$ cat src/rtl/usb_ep_hs_pkg.sv
package usb_ep_hs_pkg;

    typedef enum logic [1:0] {
        PID_OUT   = 2'd0,
        PID_IN    = 2'd1,
        PID_SETUP = 2'd2
    } tok_pid_e;

    typedef enum logic [1:0] {
        HS_NONE  = 2'd0,
        HS_ACK   = 2'd1,
        HS_NAK   = 2'd2,
        HS_STALL = 2'd3
    } hs_code_e;

    typedef struct packed {
        logic stall;
        logic dtog;
    } rx_state_t;

    typedef struct packed {
        logic stall;
        logic pend;
    } tx_state_t;

    typedef struct packed {
        logic     vld;
        hs_code_e code;
    } hs_state_t;

endpackage

$ cat src/rtl/ep_rx_ctl.sv
module ep_rx_ctl
    import usb_ep_hs_pkg::*;
(
    input  logic clk,
    input  logic rst_n,
    input  logic set_stall,
    input  logic clr_stall,
    input  logic dtog_ld,
    input  logic dtog_in,
    output logic stall_q,
    output logic dtog_q
);

    rx_state_t st_d, st_q;

    always_comb begin
        st_d = st_q;
        if (set_stall) st_d.stall = 1'b1;
        if (clr_stall) st_d.stall = 1'b0;   // protocol clear has priority
        if (dtog_ld)   st_d.dtog  = dtog_in;
    end

    always_ff @(posedge clk or negedge rst_n) begin
        if (!rst_n) st_q <= '0;
        else        st_q <= st_d;
    end

    assign stall_q = st_q.stall;
    assign dtog_q  = st_q.dtog;


    stall_clear_chk: assert property (@(posedge clk) disable iff (!rst_n)
        clr_stall |=> !stall_q);


    stall_set_chk: assert property (@(posedge clk) disable iff (!rst_n)
        (set_stall && !clr_stall) |=> stall_q);


    stall_hold_chk: assert property (@(posedge clk) disable iff (!rst_n)
        (!set_stall && !clr_stall) |=> $stable(stall_q));


    dtog_load_chk: assert property (@(posedge clk) disable iff (!rst_n)
        dtog_ld |=> (dtog_q == $past(dtog_in)));

endmodule

$ cat src/rtl/ep0_tx_ctl.sv
module ep0_tx_ctl
    import usb_ep_hs_pkg::*;
(
    input  logic clk,
    input  logic rst_n,
    input  logic set_stall,
    input  logic clr_stall,
    input  logic pend_wr1,
    input  logic pend_done,
    output logic stall_q,
    output logic pend_q
);

    tx_state_t st_d, st_q;

    always_comb begin
        st_d = st_q;
        if (set_stall) st_d.stall = 1'b1;
        if (clr_stall) st_d.stall = 1'b0;
        if (pend_done) st_d.pend  = 1'b0;
        if (pend_wr1)  st_d.pend  = 1'b1;   // fresh request beats completion
    end

    always_ff @(posedge clk or negedge rst_n) begin
        if (!rst_n) st_q <= '0;
        else        st_q <= st_d;
    end

    assign stall_q = st_q.stall;
    assign pend_q  = st_q.pend;


    tx_stall_clear_chk: assert property (@(posedge clk) disable iff (!rst_n)
        clr_stall |=> !stall_q);


    tx_pend_set_chk: assert property (@(posedge clk) disable iff (!rst_n)
        pend_wr1 |=> pend_q);


    tx_pend_done_chk: assert property (@(posedge clk) disable iff (!rst_n)
        (pend_done && !pend_wr1) |=> !pend_q);

endmodule

$ cat src/rtl/ep_hs_decide.sv
module ep_hs_decide
    import usb_ep_hs_pkg::*;
#(
    parameter int unsigned EP_W = 4
) (
    input  logic            clk,
    input  logic            rst_n,
    input  logic            tok_vld,
    input  logic [EP_W-1:0] tok_ep,
    input  logic [1:0]      tok_pid,
    input  logic            en0_rx,
    input  logic            en0_tx,
    input  logic            en1_rx,
    input  logic            stall0_rx,
    input  logic            stall0_tx,
    input  logic            stall1_rx,
    input  logic            tx_pend,
    output logic            hs_vld,
    output logic [1:0]      hs_code
);

    hs_state_t hs_d, hs_q;
    logic      at_ep0, at_ep1;

    assign at_ep0 = (tok_ep == EP_W'(0));
    assign at_ep1 = (tok_ep == EP_W'(1));

    always_comb begin
        hs_d.vld  = tok_vld;
        hs_d.code = HS_NONE;
        if (tok_vld && at_ep0) begin
            case (tok_pid)
                PID_OUT: if (en0_rx)
                    hs_d.code = stall0_rx ? HS_STALL : (tx_pend ? HS_NAK : HS_ACK);
                PID_SETUP: if (en0_rx)
                    hs_d.code = HS_ACK;
                PID_IN: if (en0_tx)
                    hs_d.code = stall0_tx ? HS_STALL : HS_ACK;
                default: hs_d.code = HS_NONE;
            endcase
        end else if (tok_vld && at_ep1 && en1_rx &&
                     (tok_pid == PID_OUT || tok_pid == PID_SETUP)) begin
            hs_d.code = stall1_rx ? HS_STALL : HS_ACK;
        end
    end

    always_ff @(posedge clk or negedge rst_n) begin
        if (!rst_n) hs_q <= '{vld: 1'b0, code: HS_NONE};
        else        hs_q <= hs_d;
    end

    assign hs_vld  = hs_q.vld;
    assign hs_code = hs_q.code;


    hs_follow_chk: assert property (@(posedge clk) disable iff (!rst_n)
        tok_vld |=> hs_vld);


    hs_quiet_chk: assert property (@(posedge clk) disable iff (!rst_n)
        !tok_vld |=> (!hs_vld && hs_code == 2'd0));


    setup_ack_chk: assert property (@(posedge clk) disable iff (!rst_n)
        (tok_vld && at_ep0 && tok_pid == 2'd2 && en0_rx) |=> (hs_code == 2'd1));


    far_ep_chk: assert property (@(posedge clk) disable iff (!rst_n)
        (tok_vld && !at_ep0 && !at_ep1) |=> (hs_code == 2'd0));

endmodule

$ cat src/rtl/usb_ep_hs_ctrl.sv
module usb_ep_hs_ctrl
    import usb_ep_hs_pkg::*;
#(
    parameter int unsigned ADDR_W     = 8,
    parameter int unsigned DATA_W     = 8,
    parameter int unsigned EP_W       = 4,
    parameter int unsigned CFG_W      = 4,
    parameter logic [7:0]  CFG_ADDR   = 8'hAD,
    parameter logic [7:0]  EP0RX_ADDR = 8'hAF,
    parameter logic [7:0]  EP0TX_ADDR = 8'hB1,
    parameter logic [7:0]  EP1RX_ADDR = 8'hB2
) (
    input  logic              clk,
    input  logic              rst_n,
    input  logic [ADDR_W-1:0] cpu_addr,
    input  logic              cpu_wr,
    input  logic [DATA_W-1:0] cpu_wdata,
    output logic [DATA_W-1:0] cpu_rdata,
    input  logic              tok_vld,
    input  logic [EP_W-1:0]   tok_ep,
    input  logic [1:0]        tok_pid,
    input  logic              tok_dtog,
    input  logic              tx_done,
    input  logic              bus_rst,
    input  logic              clr_halt_ep1,
    input  logic              eng_stall_ep0_rx,
    input  logic              eng_stall_ep0_tx,
    input  logic              eng_stall_ep1_rx,
    input  logic              ep0_rx_en,
    input  logic              ep0_tx_en,
    input  logic              ep1_rx_en,
    input  logic              cfg_set_vld,
    input  logic [CFG_W-1:0]  cfg_set_val,
    output logic              hs_vld,
    output logic [1:0]        hs_code,
    output logic              tx_go
);

    localparam int unsigned NUM_RX    = 2;
    localparam int unsigned EN_BIT    = 0;
    localparam int unsigned STALL_BIT = 2;
    localparam int unsigned DTOG_BIT  = 3;
    localparam int unsigned TX_BIT    = 4;
    localparam logic [ADDR_W-1:0] RX_ADDR [NUM_RX] = '{ADDR_W'(EP0RX_ADDR), ADDR_W'(EP1RX_ADDR)};

    typedef struct packed {
        logic [CFG_W-1:0] cfg;
    } cfg_state_t;

    cfg_state_t cs_d, cs_q;

    logic              setup_ep0, data_tok;
    logic [NUM_RX-1:0] rx_set, rx_clr, rx_ld, rx_stall, rx_dtog, rx_en;
    logic [NUM_RX-1:0] eng_rx_stall;
    logic [NUM_RX-1:0] rx_tok_ep;
    logic              tx_stall, tx_pend, wr_tx;
    logic              unused_wdata;

    assign unused_wdata = ^{cpu_wdata[DATA_W-1:TX_BIT+1], cpu_wdata[DTOG_BIT],
                            cpu_wdata[STALL_BIT-1:0]};

    // token classification shared by both receive endpoints
    assign setup_ep0    = tok_vld && (tok_ep == EP_W'(0)) && (tok_pid == PID_SETUP);
    assign data_tok     = tok_vld && (tok_pid == PID_OUT || tok_pid == PID_SETUP);
    assign rx_tok_ep    = {tok_ep == EP_W'(1), tok_ep == EP_W'(0)};
    assign eng_rx_stall = {eng_stall_ep1_rx, eng_stall_ep0_rx};
    assign rx_en        = {ep1_rx_en, ep0_rx_en};
    assign rx_clr       = {clr_halt_ep1 || bus_rst, setup_ep0 || bus_rst};

    for (genvar g = 0; g < NUM_RX; g++) begin : g_rx
        assign rx_set[g] = (cpu_wr && cpu_addr == RX_ADDR[g] && cpu_wdata[STALL_BIT])
                           || eng_rx_stall[g];
        assign rx_ld[g]  = data_tok && rx_tok_ep[g];

        ep_rx_ctl u_rx (
            .clk      (clk),
            .rst_n    (rst_n),
            .set_stall(rx_set[g]),
            .clr_stall(rx_clr[g]),
            .dtog_ld  (rx_ld[g]),
            .dtog_in  (tok_dtog),
            .stall_q  (rx_stall[g]),
            .dtog_q   (rx_dtog[g])
        );
    end

    assign wr_tx = cpu_wr && (cpu_addr == ADDR_W'(EP0TX_ADDR));

    ep0_tx_ctl u_tx (
        .clk      (clk),
        .rst_n    (rst_n),
        .set_stall((wr_tx && cpu_wdata[STALL_BIT]) || eng_stall_ep0_tx),
        .clr_stall(setup_ep0 || bus_rst),
        .pend_wr1 (wr_tx && cpu_wdata[TX_BIT]),
        .pend_done(tx_done),
        .stall_q  (tx_stall),
        .pend_q   (tx_pend)
    );

    ep_hs_decide #(.EP_W(EP_W)) u_dec (
        .clk      (clk),
        .rst_n    (rst_n),
        .tok_vld  (tok_vld),
        .tok_ep   (tok_ep),
        .tok_pid  (tok_pid),
        .en0_rx   (ep0_rx_en),
        .en0_tx   (ep0_tx_en),
        .en1_rx   (ep1_rx_en),
        .stall0_rx(rx_stall[0]),
        .stall0_tx(tx_stall),
        .stall1_rx(rx_stall[1]),
        .tx_pend  (tx_pend),
        .hs_vld   (hs_vld),
        .hs_code  (hs_code)
    );

    // configuration number: host-loaded only
    always_comb begin
        cs_d = cs_q;
        if (cfg_set_vld) cs_d.cfg = cfg_set_val;
    end

    always_ff @(posedge clk or negedge rst_n) begin
        if (!rst_n) cs_q <= '0;
        else        cs_q <= cs_d;
    end

    // read multiplexer
    always_comb begin
        cpu_rdata = '0;
        if (cpu_addr == ADDR_W'(CFG_ADDR)) begin
            cpu_rdata[CFG_W-1:0] = cs_q.cfg;
        end else if (cpu_addr == ADDR_W'(EP0TX_ADDR)) begin
            cpu_rdata[TX_BIT]    = tx_pend;
            cpu_rdata[STALL_BIT] = tx_stall;
            cpu_rdata[EN_BIT]    = ep0_tx_en;
        end else begin
            for (int i = 0; i < NUM_RX; i++) begin
                if (cpu_addr == RX_ADDR[i]) begin
                    cpu_rdata[DTOG_BIT]  = rx_dtog[i];
                    cpu_rdata[STALL_BIT] = rx_stall[i];
                    cpu_rdata[EN_BIT]    = rx_en[i];
                end
            end
        end
    end

    assign tx_go = tx_pend;


    cfg_write_ignored_chk: assert property (@(posedge clk) disable iff (!rst_n)
        !cfg_set_vld |=> $stable(cs_q.cfg));


    ep1_setup_keep_chk: assert property (@(posedge clk) disable iff (!rst_n)
        (setup_ep0 && !clr_halt_ep1 && !bus_rst && rx_stall[1]) |=> rx_stall[1]);


    tx_go_write_chk: assert property (@(posedge clk) disable iff (!rst_n)
        (wr_tx && cpu_wdata[TX_BIT]) |=> tx_go);

endmodule

$ cat config.mk
export PLATFORM = sky130hd
export DESIGN_NAME = usb_ep_hs_ctrl
export DESIGN_NICKNAME = d
export VERILOG_FILES = /design/src/rtl/usb_ep_hs_pkg.sv /design/src/rtl/ep_rx_ctl.sv /design/src/rtl/ep0_tx_ctl.sv /design/src/rtl/ep_hs_decide.sv /design/src/rtl/usb_ep_hs_ctrl.sv
export SDC_FILE = /design/constraint.sdc
export NUM_CORES = 1
export LEC_CHECK = 0
export BUFFER_PORTS_ARGS = -buffer_cell sky130_fd_sc_hd__buf_4
export CORE_AREA = 2 2 47 49
export CTS_CLUSTER_DIAMETER = 200
export DETAILED_ROUTE_END_ITERATION = 6
export DIE_AREA = 0 0 49 51
export GPL_TIMING_DRIVEN = 0
export PLACE_DENSITY = 0.89
export SYNTH_ARGS = -nofsm -noshare
export SYNTH_HDL_FRONTEND = slang
export SYNTH_HIERARCHICAL = 1
export SYNTH_SLANG_ARGS = --single-unit
$ cat constraint.sdc
create_clock -name clk -period 2.35 [get_ports clk]
set_input_delay 0.3525 -clock clk [delete_from_list [all_inputs] [get_ports clk]]
set_output_delay 0.3525 -clock clk [all_outputs]
set_load 0.05 [all_outputs]
==> results.py, run 1 <==
metrics = {
    "status": {
        "status": "finished, final reports clean",
    },
    "power": {
        "power.density_mw_per_mm2": 425,
        "leakage_nw": 0.605,
        "vdd_drop_max_mv": 0.330,
    },
    "global_route": {
        "grt_antenna_before_repair": 0,
        "grt_pass1_vias": 808,
        "gr-usage-all-layers_pct": 18.6,
        "grt_max_degree": 14,
        "overflow": 0,
        "grt_pass1_wl_um": 3570,
    },
    "floorplanning": {
        "dieArea_mm2": 0.00250,
        "rows": 17,
        "die_h_um": 51,
        "die-width_um": 49,
        "boundaryPins": 53,
        "core_mm2": 0.00206,
        "start_util_pct": 40.3,
    },
    "routing": {
        "viasPerCell": 5.12,
        "vias": 844,
        "drt-initial-drc-count": 10,
        "firstDrtPassIters": 4,
        "wl_um": 2160,
        "wl_per_cell_um": 13.1,
        "drcViolationCount": 0,
        "postRouteAntennaNets": 0,
    },
    "clock_tree": {
        "htreeDepth": 1,
        "cts_resized": 0,
        "cts_num_sinks": 13,
        "clockBufferDepth": 2,
        "postCtsSetupBuffers": 0,
        "cts_hold_buf": 1,
        "clock_latency_ns": 0.26,
        "path_clk_slew_ns": 0.08,
        "numCtsBuffers": 3,
        "tritoncts": "yes",
        "clockRootBuffer": "clkbuf_4",
    },
    "layout": {
        "synthToLayoutAreaGrowth_pct": 47.4,
        "final_cell_mix": "45 x buf_4, 13 x dfrtp_1, 9 x nor2_1, 7 x inv_1, 5 x nand3b_1",
        "final_area_mm2": 0.00122,
        "final_cells": 165,
        "final_common_cell": "buf_4",
        "fillerInstances": 182,
        "regArea_um2": 325,
        "drive_above_1_share_pct": 43.1,
        "multi_input_area_um2": 457,
        "fin_nets": 179,
        "antenna_cells": 0,
    },
    "worst_setup_path": {
        "path_class": "input pin to primary output",
        "worstSetupPathDepth": 6,
        "cp_num_buf_inv": 2,
        "path_common_cell": "buf_4",
        "critPathCaptureType": "primary output",
        "crit_arrival_ns": 1.62,
        "reg2reg_depth": 4,
        "cpLargestDelayFamily": "simple AND/OR/NAND/NOR gates",
        "path_max_fanout": 4,
        "cp-startpoint": "cpu_addr[2]",
        "start_kind": "input pin",
        "crit_chain": "buf_4 -> nor4b_2 -> a22o_1 -> nand2_1 -> a21oi_1 -> buf_4",
        "cpPeakStageDelay_ns": 0.49,
        "reg2reg_from": "g_rx[0].u_rx/stall_q",
        "crit_end": "cpu_rdata[0]",
        "r2r_slack_ns": 1.17,
        "crit_required_ns": 2.00,
        "crit_slowest_cell": "nor4b_2",
        "r2r-end": "u_dec/hs_code[0]",
    },
    "job": {
        "cap_violations": 0,
    },
    "place": {
        "place_area_mm2": 0.00119,
        "place_inst": 160,
        "post-place-ws_ns": 0.380,
        "place_congestion": 0.811,
        "dp.final_hpwl_um": 1760,
        "portBuffers": 42,
    },
    "sta": {
        "hold_viol": 0,
        "clock-skew-final_ns": 0.000375,
        "fmax_mhz": 507,
        "setup_tns_ns": 0,
        "slew_viol_final": 0,
        "finalCritPeriodShare_pct": 83.9,
        "holdWs_ns": 0.203,
        "setup_violations": 0,
        "postLayoutSetupSlackWorst_ns": 0.379,
        "rsz0062_at_grt": "no",
        "fin_crit_ns": 1.97,
    },
    "logic_synthesis": {
        "synthCells": 88,
        "synth.distinct_cells": 35,
        "synth_flop_cell": "dfrtp_1",
        "synthArstFlopShare_pct": 100,
        "postSynthAreaPerCell_um2": 9.44,
        "synth-seq-cells": 13,
        "synth-edff-count": 0,
        "yosys_warnings": 6,
        "syn_area_um2": 831,
        "yosysSeqAreaShare_pct": 39.2,
    },
    "min_path": {
        "hp-class": "input pin to flop",
    },
}
==> flip-flops by register name, indices dropped and copies added, names as in the netlist <==
signal             cells
g_rx.u_rx/dtog_q       2
u_tx/stall_q           1
u_dec/hs_vld           1
u_tx/pend_q            1
g_rx.u_rx/stall_q      2
u_dec/hs_code          2
cs_q                   4
==> power by group <==
part / switching (mW) / internal (mW)
sequential: 0.0119 / 0.241
clock: 0.0674 / 0.0656
combinational: 0.0601 / 0.0745
total: 0.139 / 0.381
==> area by class of cell <==
cell class | instances | area share, %
flip-flops and latches | 13 | 26.6
repair buffers | 43 | 26.6
plain buffers | 5 | 2.45
multi-input cells | 65 | 37.3
inverters | 7 | 2.15
clock buffers | 4 | 2.15
well taps | 28 | 2.86
==> cell usage after synthesis, types with 2 or more instances <==
cell	number	area (um2)
inv_1	7	26.3
o21ai_0	3	15.0
nand2b_1	2	12.5
nand2_1	4	15.0
mux2_4	2	30.0
nor3_1	2	10.0
nor2_1	9	33.8
dfrtp_1	13	325
a22o_1	3	26.3
buf_4	3	22.5
a21oi_1	4	20.0
o21ba_2	2	20.0
o22ai_1	2	12.5
mux2_2	3	33.8
nand3b_1	5	37.5
clkbuf_1	2	7.51
a21o_1	4	30.0
==> worst min-delay path by stage <==
stage	from	to	slack, ns	cells after the start
finish	tok_vld	u_dec/hs_vld	0.20	1
global route	tok_vld	u_dec/hs_vld	0.20	1
CTS	tok_vld	u_dec/hs_vld	0.20	1
detailed placement	rst_n	u_dec/hs_vld	0.21	1
global placement	rst_n	u_dec/hs_vld	0.20	1
floorplan	rst_n	cs_q[0]	0.06	0
==> per-layer routing <==
metal  up-vias  global-route usage, %  routed length, um
met1       393                   21.8                881
met2        41                   32.4               1090
li1        408                      -                  -
met4         0                   9.05                 18
met3         2                   4.09                170
met5         -                      0                  0
==> cells by family after synthesis <==
logic type,share of synthesized area [%]
AO/OA/AOI/OAI,19.3
buffers and inverters,6.78
flip-flops,39.2
multiplexers,7.68
other,0.451
AND/OR/NAND/NOR,26.7
==> stage by stage <==
step                      util (%)  total power, mW
final                         59.4            0.521
after global routing          59.4            0.549
after CTS                     59.4            0.527
after detailed placement      57.6            0.391
after global placement        57.6            0.385
after floorplan                  -            0.321
==> worst register-to-register path: stages, from the launching register on <==
cell     delay [ns]
dfrtp_1        0.45
nor3b_1        0.25
o21ai_0        0.13
a32oi_1        0.17
nor2_1         0.06
No activity file was read; power rests on OpenSTA's default activity.
==> inputs of run 2 (changes only) <==
--- a/config.mk
+++ b/config.mk
@@ -6,12 +6,12 @@
 export NUM_CORES = 1
 export LEC_CHECK = 0
 export BUFFER_PORTS_ARGS = -buffer_cell sky130_fd_sc_hd__buf_4
-export CORE_AREA = 2 2 47 49
+export CORE_AREA = 2 2 51 53
 export CTS_CLUSTER_DIAMETER = 200
 export DETAILED_ROUTE_END_ITERATION = 6
-export DIE_AREA = 0 0 49 51
+export DIE_AREA = 0 0 53 55
 export GPL_TIMING_DRIVEN = 0
-export PLACE_DENSITY = 0.89
+export PLACE_DENSITY = 0.81
 export SYNTH_ARGS = -nofsm -noshare
 export SYNTH_HDL_FRONTEND = slang
 export SYNTH_HIERARCHICAL = 1
==> constraint.sdc (replaced) <==
create_clock -name clk -period 1.72 [get_ports clk]
set_input_delay 0.258 -clock clk [delete_from_list [all_inputs] [get_ports clk]]
set_output_delay 0.258 -clock clk [all_outputs]
set_load 0.05 [all_outputs]
==> results.py, run 2 (synthesis results as in run 1) <==
metrics = {
    "status": {
        "status": "finished, final reports clean",
    },
    "clock_tree": {
        "path_clk_slew_ns": 0.08,
        "tritoncts": "yes",
        "numCtsBuffers": 3,
        "cts_num_sinks": 13,
        "clockBufferDepth": 2,
        "clock_latency_ns": 0.27,
        "clockRootBuffer": "clkbuf_4",
        "htreeDepth": 1,
    },
    "worst_setup_path": {
        "critPathCaptureType": "primary output",
        "crit_slowest_cell": "or3b_4",
        "start_kind": "input pin",
        "r2r_slack_ns": 0.68,
        "crit_chain": "buf_8 -> or3b_4 -> o221a_1 -> a22oi_2 -> nor2_2 -> buf_6",
        "cpLargestDelayFamily": "simple AND/OR/NAND/NOR gates",
        "crit_required_ns": 1.46,
        "path_class": "input pin to primary output",
        "cpPeakStageDelay_ns": 0.43,
        "crit_arrival_ns": 1.42,
        "path_max_fanout": 4,
        "cp_num_buf_inv": 2,
    },
    "layout": {
        "final_cell_mix": "42 x buf_4, 13 x dfrtp_1, 8 x nor2_1, 7 x inv_1, 5 x nand3b_1",
        "synthToLayoutAreaGrowth_pct": 55.9,
        "largest_register_ffs": 4,
        "final_common_cell": "buf_4",
        "fin_nets": 179,
        "final_cells": 167,
        "drive_above_1_share_pct": 48.9,
        "top_register": "cs_q",
        "antenna_cells": 0,
    },
    "sta": {
        "fmax_mhz": 596,
        "fin_crit_ns": 1.68,
        "hold_viol": 0,
        "clock-skew-final_ns": 0.000858,
        "setup_violations": 0,
        "finalCritPeriodShare_pct": 97.6,
        "rsz0062_at_grt": "yes",
        "slew_viol_final": 0,
    },
    "floorplanning": {
        "rows": 18,
        "die_h_um": 55,
        "boundaryPins": 53,
        "core_mm2": 0.00236,
        "dieArea_mm2": 0.00292,
        "start_util_pct": 35.1,
        "die-width_um": 53,
    },
    "routing": {
        "drt-initial-drc-count": 15,
        "viasPerCell": 4.98,
        "drcViolationCount": 0,
        "postRouteAntennaNets": 0,
        "vias": 831,
        "firstDrtPassIters": 4,
        "wl_per_cell_um": 13.3,
        "wl_um": 2220,
    },
    "power": {
        "power.density_mw_per_mm2": 562,
        "vdd_drop_max_mv": 0.488,
        "leakage_nw": 0.626,
        "finalPower_mw": 0.728,
    },
    "place": {
        "portBuffers": 42,
        "place_inst": 162,
        "dp.final_hpwl_um": 1770,
        "place_congestion": 0.850,
    },
    "global_route": {
        "grt_antenna_before_repair": 0,
        "gr-usage-all-layers_pct": 17.2,
        "overflow": 0,
        "grt_max_degree": 14,
        "grt_pass1_wl_um": 3570,
        "grt_pass1_vias": 871,
    },
    "job": {
        "cap_violations": 0,
    },
    "min_path": {
        "hp-class": "input pin to flop",
    },
}
-- run 2: worst reg2reg max path, delay by kind of cell (launching register included) --
family	cells	cell delay, ns
flops	1	0.43
simple gates	2	0.24
compound gates	2	0.27
-- run 2: power by group --
group / internal (mW) / switching [mW]
logic: 0.108 / 0.0890
registers: 0.330 / 0.0153
clock network: 0.0860 / 0.100
-- run 2: path summary, 6_finish.rpt --
path	startpoint	to	cells past startpoint
min reg2reg	cs_q[1]	cs_q[1]	1
max in group asynchronous	rst_n	u_tx/stall_q	2
min in group asynchronous	rst_n	u_dec/hs_vld	2
min	tok_vld	u_dec/hs_vld	1
max	cpu_addr[3]	cpu_rdata[2]	6
max reg2reg	g_rx[0].u_rx/stall_q	u_dec/hs_code[0]	4
-- run 2: timing repair --
| action | in CTS | in global routing |
|---|---|---|
| setup buffers | 1 | 0 |
| setup endpoints to repair | 4 | 3 |
| hold buffers | 1 | 0 |
| pin swaps | 0 | 4 |
| resized for setup | 4 | 5 |
| hold endpoints to repair | 13 | 0 |
-- run 2: through the flow --
stage	setup slack (ns)	hold slack, ns	utilization (%)	area, um2	TNS [ns]
after global routing	-0.0132	0.0839	54.8	1290	-0.0132
after floorplan	0.0562	-0.0376	-	853	0
after CTS	0.0157	0.0928	53.9	1270	0
final	0.0410	0.103	54.8	1290	0
after global placement	-0.0663	0.110	51.0	1210	-0.132
after detailed placement	-0.0709	0.113	51.0	1210	-0.193
-- run 2: cell type report --
type | instances | area (um2)
fill | 230 | 1070
buffer | 4 | 26.3
timing repair buffer | 44 | 352
inverter | 7 | 26.3
clock buffer | 3 | 22.5
clock inverter | 1 | 5.00
multi-input combinational | 65 | 500
sequential | 13 | 325
tap | 30 | 37.5
-- run 2: per-layer routing --
metal / share of wire (%) / track usage, % / wire (um)
met1: 39 / 19.5 / 872
met3: 7.1 / 2.69 / 157
met5: 0 / 0 / 0
met2: 53 / 31.9 / 1180
met4: 0.45 / 7.69 / 10
